`config.mk`:
```
export PLATFORM = sky130hd
export DESIGN_NAME = ss_sequencer
export DESIGN_NICKNAME = d
export VERILOG_FILES = /design/src/rtl/ss_seq_pkg.sv /design/src/rtl/ss_hyst_latch.sv /design/src/rtl/ss_win_timer.sv /design/src/rtl/ss_ramp_gen.sv /design/src/rtl/ss_seq_fsm.sv /design/src/rtl/ss_sequencer.sv
export SDC_FILE = /design/constraint.sdc
export NUM_CORES = 1
export LEC_CHECK = 0
export ABC_AREA = 1
export BUFFER_PORTS_ARGS = -buffer_cell sky130_fd_sc_hd__buf_2
export CAP_MARGIN = 25
export CORE_MARGIN = 2
export CORE_UTILIZATION = 45
export DETAILED_ROUTE_END_ITERATION = 10
export PLACE_DENSITY = 0.73
export SLEW_MARGIN = 10
export SYNTH_ARGS = -nofsm -noshare
export SYNTH_HDL_FRONTEND = slang
export SYNTH_SLANG_ARGS = --single-unit
```
`constraint.sdc`:
```
create_clock -name clk -period 4.5 [get_ports clk]
set_clock_uncertainty 0.05 [all_clocks]
set_input_delay 0.675 -clock clk [delete_from_list [all_inputs] [get_ports clk]]
set_output_delay 0.675 -clock clk [all_outputs]
set_load 0.01 [all_outputs]
```
`src/rtl/ss_seq_pkg.sv`:
```
package ss_seq_pkg;

   typedef enum logic [2:0] {
      SQ_IDLE   = 3'd0,
      SQ_SAMPLE = 3'd1,
      SQ_RAMP   = 3'd2,
      SQ_RUN    = 3'd3,
      SQ_STOP   = 3'd4
   } seq_state_t;

   function automatic int win_max(input int code_w, input int scale, input int base);
      return ((1 << code_w) - 1) * scale + base;
   endfunction

endpackage

```
`src/rtl/ss_hyst_latch.sv`:
```
module ss_hyst_latch #(
   parameter bit CLEAR_WINS = 1'b1
) (
   input  logic clk,
   input  logic rst_n,
   input  logic set_i,
   input  logic clr_i,
   output logic q_o
);

   generate
      if (CLEAR_WINS) begin : g_clr_first
         always_ff @(posedge clk or negedge rst_n) begin
            if (!rst_n)     q_o <= 1'b0;
            else if (clr_i) q_o <= 1'b0;
            else if (set_i) q_o <= 1'b1;
         end
      end else begin : g_set_first
         always_ff @(posedge clk or negedge rst_n) begin
            if (!rst_n)     q_o <= 1'b0;
            else if (set_i) q_o <= 1'b1;
            else if (clr_i) q_o <= 1'b0;
         end
      end
   endgenerate

   // Holds its value when neither input is active
   assert_hold_R1: assert property (@(posedge clk) disable iff (!rst_n)
      (!$past(set_i) && !$past(clr_i)) |-> $stable(q_o));

endmodule

```
`src/rtl/ss_win_timer.sv`:
```
module ss_win_timer #(
   parameter int CODE_W = 6,
   parameter int SCALE  = 4,
   parameter int BASE   = 10
) (
   input  logic              clk,
   input  logic              rst_n,
   input  logic              load_i,
   input  logic [CODE_W-1:0] code_i,
   output logic              zero_o
);
   import ss_seq_pkg::*;

   localparam int MAX_WIN = win_max(CODE_W, SCALE, BASE);
   localparam int WIN_W   = $clog2(MAX_WIN + 1);

   generate
      if (SCALE < 1) begin : g_bad_scale
         $error("ss_win_timer: SCALE must be at least 1");
      end
      if (BASE < 1) begin : g_bad_base
         $error("ss_win_timer: BASE must be at least 1");
      end
   endgenerate

   logic [WIN_W-1:0] cnt_q;

   always_ff @(posedge clk or negedge rst_n) begin
      if (!rst_n)              cnt_q <= '0;
      else if (load_i)         cnt_q <= WIN_W'(int'(code_i) * SCALE + BASE - 1);
      else if (cnt_q != '0)    cnt_q <= cnt_q - 1'b1;
   end

   assign zero_o = (cnt_q == '0);

   // Counter never loads beyond the longest legal window
   assert_win_bound_R3: assert property (@(posedge clk) disable iff (!rst_n)
      int'(cnt_q) < MAX_WIN);

   // Without a load the counter only moves downward
   assert_win_down_R3: assert property (@(posedge clk) disable iff (!rst_n)
      !$past(load_i) |-> (cnt_q <= $past(cnt_q)));

endmodule

```
`src/rtl/ss_ramp_gen.sv`:
```
module ss_ramp_gen #(
   parameter int FINAL_CODE = 200,
   parameter int STEP_DIV   = 4,
   parameter int RAMP_W     = 8
) (
   input  logic              clk,
   input  logic              rst_n,
   input  logic              step_en_i,
   input  logic              keep_i,
   output logic [RAMP_W-1:0] ramp_o,
   output logic              last_o
);

   generate
      if (FINAL_CODE < 1 || FINAL_CODE >= (1 << RAMP_W)) begin : g_bad_final
         $error("ss_ramp_gen: FINAL_CODE must fit RAMP_W and be nonzero");
      end
      if (STEP_DIV < 1) begin : g_bad_div
         $error("ss_ramp_gen: STEP_DIV must be at least 1");
      end
   endgenerate

   logic tick;

   generate
      if (STEP_DIV == 1) begin : g_no_div
         assign tick = step_en_i;
      end else begin : g_div
         localparam int DIV_W = $clog2(STEP_DIV);
         logic [DIV_W-1:0] div_q;
         always_ff @(posedge clk or negedge rst_n) begin
            if (!rst_n)                                div_q <= '0;
            else if (!step_en_i)                       div_q <= '0;
            else if (div_q == DIV_W'(STEP_DIV - 1))    div_q <= '0;
            else                                       div_q <= div_q + 1'b1;
         end
         assign tick = step_en_i && (div_q == DIV_W'(STEP_DIV - 1));
      end
   endgenerate

   always_ff @(posedge clk or negedge rst_n) begin
      if (!rst_n)                                        ramp_o <= '0;
      else if (!keep_i)                                  ramp_o <= '0;
      else if (tick && ramp_o != RAMP_W'(FINAL_CODE))    ramp_o <= ramp_o + 1'b1;
   end

   assign last_o = tick && (ramp_o == RAMP_W'(FINAL_CODE - 1));

   // Ramp never overshoots the target code
   assert_ramp_max_R4: assert property (@(posedge clk) disable iff (!rst_n)
      int'(ramp_o) <= FINAL_CODE);

   // Ramp moves only by a single step up or a clear to zero
   assert_ramp_step_R4: assert property (@(posedge clk) disable iff (!rst_n)
      (ramp_o != $past(ramp_o)) |-> (ramp_o == $past(ramp_o) + 1'b1 || ramp_o == '0));

endmodule

```
`src/rtl/ss_seq_fsm.sv`:
```
module ss_seq_fsm (
   input  logic clk,
   input  logic rst_n,
   input  logic por_i,
   input  logic en_i,
   input  logic uv_i,
   input  logic fb_ge_ramp_i,
   input  logic win_zero_i,
   input  logic ramp_last_i,
   output logic timer_load_o,
   output logic step_en_o,
   output logic ramp_keep_o,
   output logic ocset_sample_o,
   output logic sw_en_o,
   output logic dischg_en_o,
   output logic ss_done_o
);
   import ss_seq_pkg::*;

   seq_state_t state_q, state_d;
   logic       tracked_q;
   logic       seen_low_q;
   logic       active_now, active_next;

   always_comb begin
      state_d = state_q;
      if (!por_i) begin
         state_d = SQ_IDLE;
      end else begin
         unique case (state_q)
            SQ_IDLE:   if (en_i) state_d = SQ_SAMPLE;
            SQ_SAMPLE: if (!en_i) state_d = SQ_STOP;
                       else if (win_zero_i) state_d = SQ_RAMP;
            SQ_RAMP:   if (!en_i) state_d = SQ_STOP;
                       else if (ramp_last_i) state_d = SQ_RUN;
            SQ_RUN:    if (!en_i || uv_i) state_d = SQ_STOP;
            SQ_STOP:   if (en_i && seen_low_q) state_d = SQ_SAMPLE;
            default:   state_d = SQ_IDLE;
         endcase
      end
   end

   assign active_now  = (state_q == SQ_RAMP) || (state_q == SQ_RUN);
   assign active_next = (state_d == SQ_RAMP) || (state_d == SQ_RUN);

   always_ff @(posedge clk or negedge rst_n) begin
      if (!rst_n) begin
         state_q    <= SQ_IDLE;
         tracked_q  <= 1'b0;
         seen_low_q <= 1'b0;
         ss_done_o  <= 1'b0;
      end else begin
         state_q    <= state_d;
         tracked_q  <= active_next && (tracked_q || (active_now && fb_ge_ramp_i));
         seen_low_q <= (state_q == SQ_STOP) && (seen_low_q || !en_i);
         ss_done_o  <= (state_q == SQ_RAMP) && (state_d == SQ_RUN);
      end
   end

   assign timer_load_o   = (state_d == SQ_SAMPLE) && (state_q != SQ_SAMPLE);
   assign step_en_o      = (state_q == SQ_RAMP);
   assign ramp_keep_o    = active_next;
   assign ocset_sample_o = (state_q == SQ_SAMPLE);
   assign sw_en_o        = tracked_q && active_now;
   assign dischg_en_o    = (state_q == SQ_STOP);

   // Completion flag is a single-cycle pulse
   assert_done_pulse_R5: assert property (@(posedge clk) disable iff (!rst_n)
      ss_done_o |=> !ss_done_o);

   // A latched stop is left only through a fresh sample window
   assert_stop_exit_R8: assert property (@(posedge clk) disable iff (!rst_n)
      (dischg_en_o && por_i) |=> (dischg_en_o || ocset_sample_o));

   // Switching never starts while feedback has not been reached
   assert_prebias_R6: assert property (@(posedge clk) disable iff (!rst_n)
      $rose(sw_en_o) |-> $past(fb_ge_ramp_i));

endmodule

```
`src/rtl/ss_sequencer.sv`:
```
module ss_sequencer #(
   parameter int OC_W       = 6,
   parameter int OC_SCALE   = 4,
   parameter int OC_BASE    = 10,
   parameter int FINAL_CODE = 200,
   parameter int STEP_DIV   = 4,
   parameter int RAMP_W     = $clog2(FINAL_CODE + 1)
) (
   input  logic              clk,
   input  logic              rst_n,
   input  logic              vcc_above_rise,
   input  logic              vcc_above_fall,
   input  logic              en_above_on,
   input  logic              en_below_off,
   input  logic              uv_fault,
   input  logic              fb_ge_ramp,
   input  logic [OC_W-1:0]   ocset_code,
   output logic [RAMP_W-1:0] ramp_code,
   output logic              ocset_sample,
   output logic              sw_en,
   output logic              dischg_en,
   output logic              ss_done
);

   generate
      if (OC_W < 1) begin : g_bad_ocw
         $error("ss_sequencer: OC_W must be at least 1");
      end
   endgenerate

   logic por_q, en_q;
   logic win_zero, timer_load;
   logic step_en, ramp_keep, ramp_last;

   ss_hyst_latch #(.CLEAR_WINS(1'b1)) u_por (
      .clk   (clk),
      .rst_n (rst_n),
      .set_i (vcc_above_rise),
      .clr_i (!vcc_above_fall),
      .q_o   (por_q)
   );

   ss_hyst_latch #(.CLEAR_WINS(1'b1)) u_en (
      .clk   (clk),
      .rst_n (rst_n),
      .set_i (en_above_on),
      .clr_i (en_below_off),
      .q_o   (en_q)
   );

   ss_win_timer #(.CODE_W(OC_W), .SCALE(OC_SCALE), .BASE(OC_BASE)) u_win (
      .clk    (clk),
      .rst_n  (rst_n),
      .load_i (timer_load),
      .code_i (ocset_code),
      .zero_o (win_zero)
   );

   ss_ramp_gen #(.FINAL_CODE(FINAL_CODE), .STEP_DIV(STEP_DIV), .RAMP_W(RAMP_W)) u_ramp (
      .clk       (clk),
      .rst_n     (rst_n),
      .step_en_i (step_en),
      .keep_i    (ramp_keep),
      .ramp_o    (ramp_code),
      .last_o    (ramp_last)
   );

   ss_seq_fsm u_fsm (
      .clk            (clk),
      .rst_n          (rst_n),
      .por_i          (por_q),
      .en_i           (en_q),
      .uv_i           (uv_fault),
      .fb_ge_ramp_i   (fb_ge_ramp),
      .win_zero_i     (win_zero),
      .ramp_last_i    (ramp_last),
      .timer_load_o   (timer_load),
      .step_en_o      (step_en),
      .ramp_keep_o    (ramp_keep),
      .ocset_sample_o (ocset_sample),
      .sw_en_o        (sw_en),
      .dischg_en_o    (dischg_en),
      .ss_done_o      (ss_done)
   );

   // Drive and discharge are mutually exclusive
   assert_excl_R11: assert property (@(posedge clk) disable iff (!rst_n)
      !(sw_en && dischg_en));

   // Sampling window keeps the ramp at zero and the stage off
   assert_sample_quiet_R3: assert property (@(posedge clk) disable iff (!rst_n)
      ocset_sample |-> (ramp_code == '0 && !sw_en));

   // Lost supply detect forces everything off next cycle
   assert_por_idle_R9: assert property (@(posedge clk) disable iff (!rst_n)
      !por_q |=> (!sw_en && !dischg_en && !ocset_sample));

   // Done pulse coincides with the ramp at its target
   assert_done_final_R5: assert property (@(posedge clk) disable iff (!rst_n)
      ss_done |-> (int'(ramp_code) == FINAL_CODE));

endmodule

```
**After elaboration in Yosys (flattened, before gate mapping)**

Index checks and enable logic that the tools add are counted.
Widths: inputs -> output; s select.

- Flip-flop bits (word level): 27
- Logic and storage cells: 67

- Add/sub/neg operators: 5
- Eq/ne operators: 13
- Muxes and demuxes: 19
- Reduce and logical (&&, ||, !) cells: 21

Operators with widths:

| cell | number |
|---|---|
| $mux 3 | 8 |
| $mux 9 | 2 |
| $mux 8 | 2 |
| $pmux 3 s5 | 1 |
| $eq 3x2->1 const B | 4 |
| $logic_and 1x1->1 | 10 |
| $add 8x4->9 const B | 1 |
| $logic_not 9->1 | 1 |
| $reduce_bool 9->1 | 1 |
| $sub 9x1->9 const B | 1 |
| $sub 9x2->9 const B | 1 |
| $add 8x1->8 const B | 1 |
| $eq 8x8->1 const B | 1 |
| $ne 8x8->1 const B | 1 |
| $eq 3x1->1 const B | 2 |
| $logic_or 1x1->1 | 5 |
| $mux 1 | 4 |
| $mux 2 | 2 |
| $ne 2x2->1 const B | 2 |
| $reduce_bool 2->1 | 2 |
| $eq 3x3->1 const B | 1 |
| $logic_not 3->1 | 1 |
| $ne 3x1->1 const B | 1 |
| $add 2x1->2 const B | 1 |
| 2 further kinds | 2 |

**Longest topological paths before layout**

- Depth in word-level cells: 10
- Gate-level depth with buffers: 14

**Modules after synthesis**

Synthesis repeated with hierarchy kept, for this count alone.

- Cell total of the unflattened synthesis: 253
- Area, all modules: 1,770.4 sq um

Modules (own cells, without submodules):

| module | times used | cells each | area each (sq um) | seq. area each (sq um) |
|---|---|---|---|---|
| ss_win_timer | 1 | 96 | 666.9 | 225.2 |
| ss_ramp_gen | 1 | 85 | 615.6 | 250.2 |
| ss_seq_fsm | 1 | 65 | 419.2 | 150.1 |
| ss_hyst_latch | 2 | 3 | 32.5 | 25.0 |
| ss_sequencer | 1 | 1 | 3.8 | 0.0 |

**Worst setup path before layout**

Ideal clock, no wire load.

- Kind: input-to-reg
- Start point: input port uv_fault
- End point: register u_win.cnt_q[6]
- Setup time: 0.116 ns
- Arrival time: 1.731 ns
- Data required time: 4.334 ns
- Slack: 2.604 ns
- Cell stages on the path: 9
- Buffers on the path: 1
- Path through: or2_0 or2_1 nand2_1 nand2_2 nand2_4 nor2_8 buf_12 nor2_2 nor2_2

- Cells in the longest elaborated chain, start to end: 7
- Elaborated cells between the ends (all ways): 8

RTL lines:

| element | line | source |
|---|---|---|
| start, declared | ss_sequencer.sv:15 | `input logic uv_fault,` |
| $logic_or 1x1->1 * | ss_seq_fsm.sv:36 | `SQ_RUN: if (!en_i \|\| uv_i) state_d = SQ_STOP;` |
| $mux 3 * | ss_seq_fsm.sv:36 |  |
| $pmux 3 s5 * | ss_seq_fsm.sv:30 | `unique case (state_q)` |
| $mux 3 * | ss_seq_fsm.sv:27 | `if (!por_i) begin` |
| $eq 3x1->1 * | ss_seq_fsm.sv:60 | `assign timer_load_o = (state_d == SQ_SAMPLE) && (state_q != SQ_SAMPLE);` |
| $logic_and 1x1->1 * | ss_seq_fsm.sv:60 |  |
| $mux 9 / $reduce_bool 2->1 (equally long branches) | -- |  |
| end signal, assigned | ss_win_timer.sv:30 | `else if (load_i) cnt_q <= WIN_W'(int'(code_i) * SCALE + BASE - 1);` |
| end signal, assigned | ss_win_timer.sv:31 | `else if (cnt_q != '0) cnt_q <= cnt_q - 1'b1;` |
| end, declared | ss_win_timer.sv:26 | `logic [WIN_W-1:0] cnt_q;` |

Mark *: on every way between the ends. The rest lies on a longest branch, timed or not.
A chain may end at the register's enable or synchronous reset.

**Worst setup path after layout**

- Start point: register u_win.cnt_q[0]
- End point: register u_win.cnt_q[5]

- Cells in the longest elaborated chain, start to end: 8
- Elaborated cells between the ends (all ways): 12

RTL lines:

| element | line | source |
|---|---|---|
| $logic_not 9->1 | ss_win_timer.sv:34 | `assign zero_o = (cnt_q == '0);` |
| $mux 3 | ss_seq_fsm.sv:33 | `else if (win_zero_i) state_d = SQ_RAMP;` |
| $mux 3 | ss_seq_fsm.sv:32 | `SQ_SAMPLE: if (!en_i) state_d = SQ_STOP;` |
| $pmux 3 s5 | ss_seq_fsm.sv:30 |  |
| $mux 3 | ss_seq_fsm.sv:27 |  |
| $eq 3x1->1 | ss_seq_fsm.sv:60 |  |
| $logic_and 1x1->1 | ss_seq_fsm.sv:60 |  |
| $mux 9 / $reduce_bool 2->1 (equally long branches) | -- |  |

Several ways; a longest one is shown, not always the timed one. The select of a mux whose other input is x is not followed.

==> summary.txt <==
Floorplan
  – Die Wd: 65.0 µm
  – Core area: 0.00361 mm²
  – Ports: 26
  – Std-Cell Rows: 22
  – Die area: 0.00422 mm²
  – Die Ht: 65.0 µm
  – Initial Util: 46.4%

Power and ir drop
  – Peak supply drop: 0.172 mV
  – Pleak: 0.991 nW
  – PD cells: 371 mW/mm²

Clock network
  – Number of buffers added for setup after CTS: 0
  – Num CTS Buffers: 3
  – Root Driver: clkbuf_8
  – Max Buffers Root-to-Sink: 2
  – H-tree levels: 1
  – Clock transition at the registers of the reported paths: 0.09 ns
  – Clock Sinks: 27
  – Skew-Pair Late Insertion Delay: 0.28 ns
  – # resized after CTS: 0
  – Hold Buf Count CTS: 0
  – CTS tree: done

Critical path
  – Crit-path max FO: 13
  – Setup Crit Path Kind: reg2reg
  – Critical Path AT: 2.14 ns
  – FF-to-FF End: u_win.cnt_q[5]
  – CP Launch Type: register
  – Critical R2R Launch: u_win.cnt_q[0]
  – Endpoint type of the worst setup path: register
  – Depth of the most critical reg-to-reg path: 14
  – Reg2reg setup slack: 2.50 ns
  – Worst EP required: 4.64 ns

Timing
  – RSZ-0062 raised after global routing: false
  – Setup_tns: 0 ns
  – Endpoints failing setup: 0
  – Setup slack after layout: 2.50 ns
  – Fmax: 500 MHz
  – Final Hold Fails: 0
  – Clock period minus worst slack: 2.00 ns
  – Tcrit/Tclk final: 44.4%
  – Max-slew headroom: 59.7%
  – Worst-Margin Slew: 0.604 ns
  – Final Max Tran Viols: 0

Yosys
  – Synthesis Warnings: 0
  – Synth unique cells: 32
  – Syn_nets: 231
  – Netlist Area Pre-Place: 0.00167 mm²
  – Top cell type's share of synthesized area: 40.4%
  – Mapped Cells: 211
  – Register area share after synthesis: 40.4%
  – Dominant cell type by area after synthesis: dfrtp_1
  – Syn_area_per_cell: 7.93 µm²
  – Synth top area cells: dfrtp_1, nand2_1, inv_1
  – #FFs+latches synth: 27

Route
  – Drc violations: 0
  – DR vias/cell: 4.84
  – DRT iter0 DRCs: 41
  – DRT antenna net count: 0
  – Avg WL per Cell: 10.9 µm
  – Total Wirelength: 3140 µm
  – Vias: 1388
  – Drt first pass iters: 4

Global routing
  – Largest net degree at the start of global routing: 28
  – Busiest layer in global routing: met2
  – Total track usage: 16.4%
  – Initial antenna violation count: 0
  – Total gr overflow: 0
  – First-pass GRT wire length: 5490 µm
  – Met2 Use GR: 26.8%
  – Number of global-route vias before repair: 1298
  – GR Util met1: 22.4%
  – GR Util met3: 1.04%

Cells and area
  – Commonest non-fill, non-tap cells in the layout: nand2_1, inv_1, dfrtp_1
  – Layout fillers: 359
  – Ratio of cells with drive above 1 in the final layout: 23.4%
  – Fin util: 52.4%
  – Antenna cells: 0
  – Nets@finish: 260
  – Commonest non-fill, non-tap cell in the layout: nand2_1
  – Synthesis-to-layout area growth: 12.8%

Place
  – HPWL Detailed: 2410 µm
  – Gpl congestion: 0.889
  – Number of buffers added on ports: 25
  – Pre-CTS WS: 2.40 ns

Worst hold path
  – HP Class: in2async

Run status
  – Status: complete, no violations

Job
  – MaxCap Viol Count: 0
## metrics by stage
| step | hold slack [ns] | total power, mW | area [µm²] | std cells |
|---|---|---|---|---|
| after floorplan | 0.329 | 0.513 | 1670 | 211 |
| after global placement | 0.381 | 0.558 | 1840 | 283 |
| after detailed placement | 0.385 | 0.562 | 1840 | 283 |
| after CTS | 0.371 | 0.707 | 1890 | 287 |
| after global routing | 0.385 | 0.759 | 1890 | 287 |
| final | 0.339 | 0.701 | 1890 | 287 |
## how the worst max path moves through the flow
stage / startpoint / end / slack, ns / cells after the start
detailed placement: uv_fault / u_win.cnt_q[5] / 2.40 / 12
finish: u_win.cnt_q[0] / u_win.cnt_q[5] / 2.50 / 14
global placement: uv_fault / u_win.cnt_q[5] / 2.42 / 12
floorplan: uv_fault / u_win.cnt_q[6] / 2.60 / 9
global route: u_win.cnt_q[0] / u_win.cnt_q[5] / 2.28 / 14
CTS: u_win.cnt_q[0] / u_win.cnt_q[5] / 2.49 / 14
## report_power, final
group / switching [mW] / leakage (nW) / internal [mW]
Combinational: 0.135 / 0.617 / 0.0996
Sequential: 0.0388 / 0.353 / 0.285
Clock: 0.0803 / 0.0217 / 0.0631
## cells in the mapped netlist (all sizes together)
master  instances
a211oi          1
nor3b           1
o211ai          1
xnor2           1
or2             4
nand2          49
o21a            2
dfrtp          27
nor3            6
nor2           27
nand3          15
xor2            9
nand4           3
inv            36
ha              6
a21oi           9
a31oi           1
buf             1
o21ai           7
o31ai           3
o22ai           1
o21bai          1
## final cells by class
class	instances	area (µm²)	area share [%]
flip-flops and latches	27	676	35.8
inverters	36	135	7.16
multi-input cells	147	843	44.7
clock inverters	1	7.51	0.398
repair buffers	25	125	6.63
well taps	48	60.1	3.18
clock buffers	3	41.3	2.19
## worst max-delay path: stages, from the launching register on
cell and delay, ns:
dfrtp_1 0.36, inv_1 0.10, ha_1 0.21, nand2_1 0.07, nor2_2 0.06, nand2_4 0.13, nand2_1 0.07, nand2_1 0.06
nand2_1 0.06, nand2_2 0.20, nand2_4 0.12, nor2_8 0.25, nand2_1 0.07, nand2_1 0.07, inv_1 0.03
## layer usage
metal / routed length (µm) / share of wire, % / vias to the layer above
li1: - / - / 726
met1: 1570 / 50 / 633
met2: 1420 / 45 / 24
met3: 87 / 2.8 / 5
met4: 58 / 1.8 / 0
met5: 0 / 0 / -
## state kept, by name, indices dropped and copies added, names as in the netlist
register and cells:
u_fsm.tracked_q 1, u_fsm.seen_low_q 1, u_win.cnt_q 9, u_ramp.g_div.div_q 2
u_ramp.ramp_o 8, u_fsm.ss_done_o 1, u_en.q_o 1, u_por.q_o 1
u_fsm.state_q 3
## logic make-up (layout without fill, tap and decap cells)
kind of cell | Yosys count | after routing | share of synthesized area (%)
buffers and inverters | 37 | 65 | 9.27
AOI/OAI and AO/OA | 26 | 26 | 10.5
DFF | 27 | 27 | 40.4
and+or+nand+nor | 105 | 105 | 30.2
xor gates and xnor gates | 10 | 10 | 5.23
adders and majority gates | 6 | 6 | 4.48
Note: power is estimated with default switching activity, not from simulation.
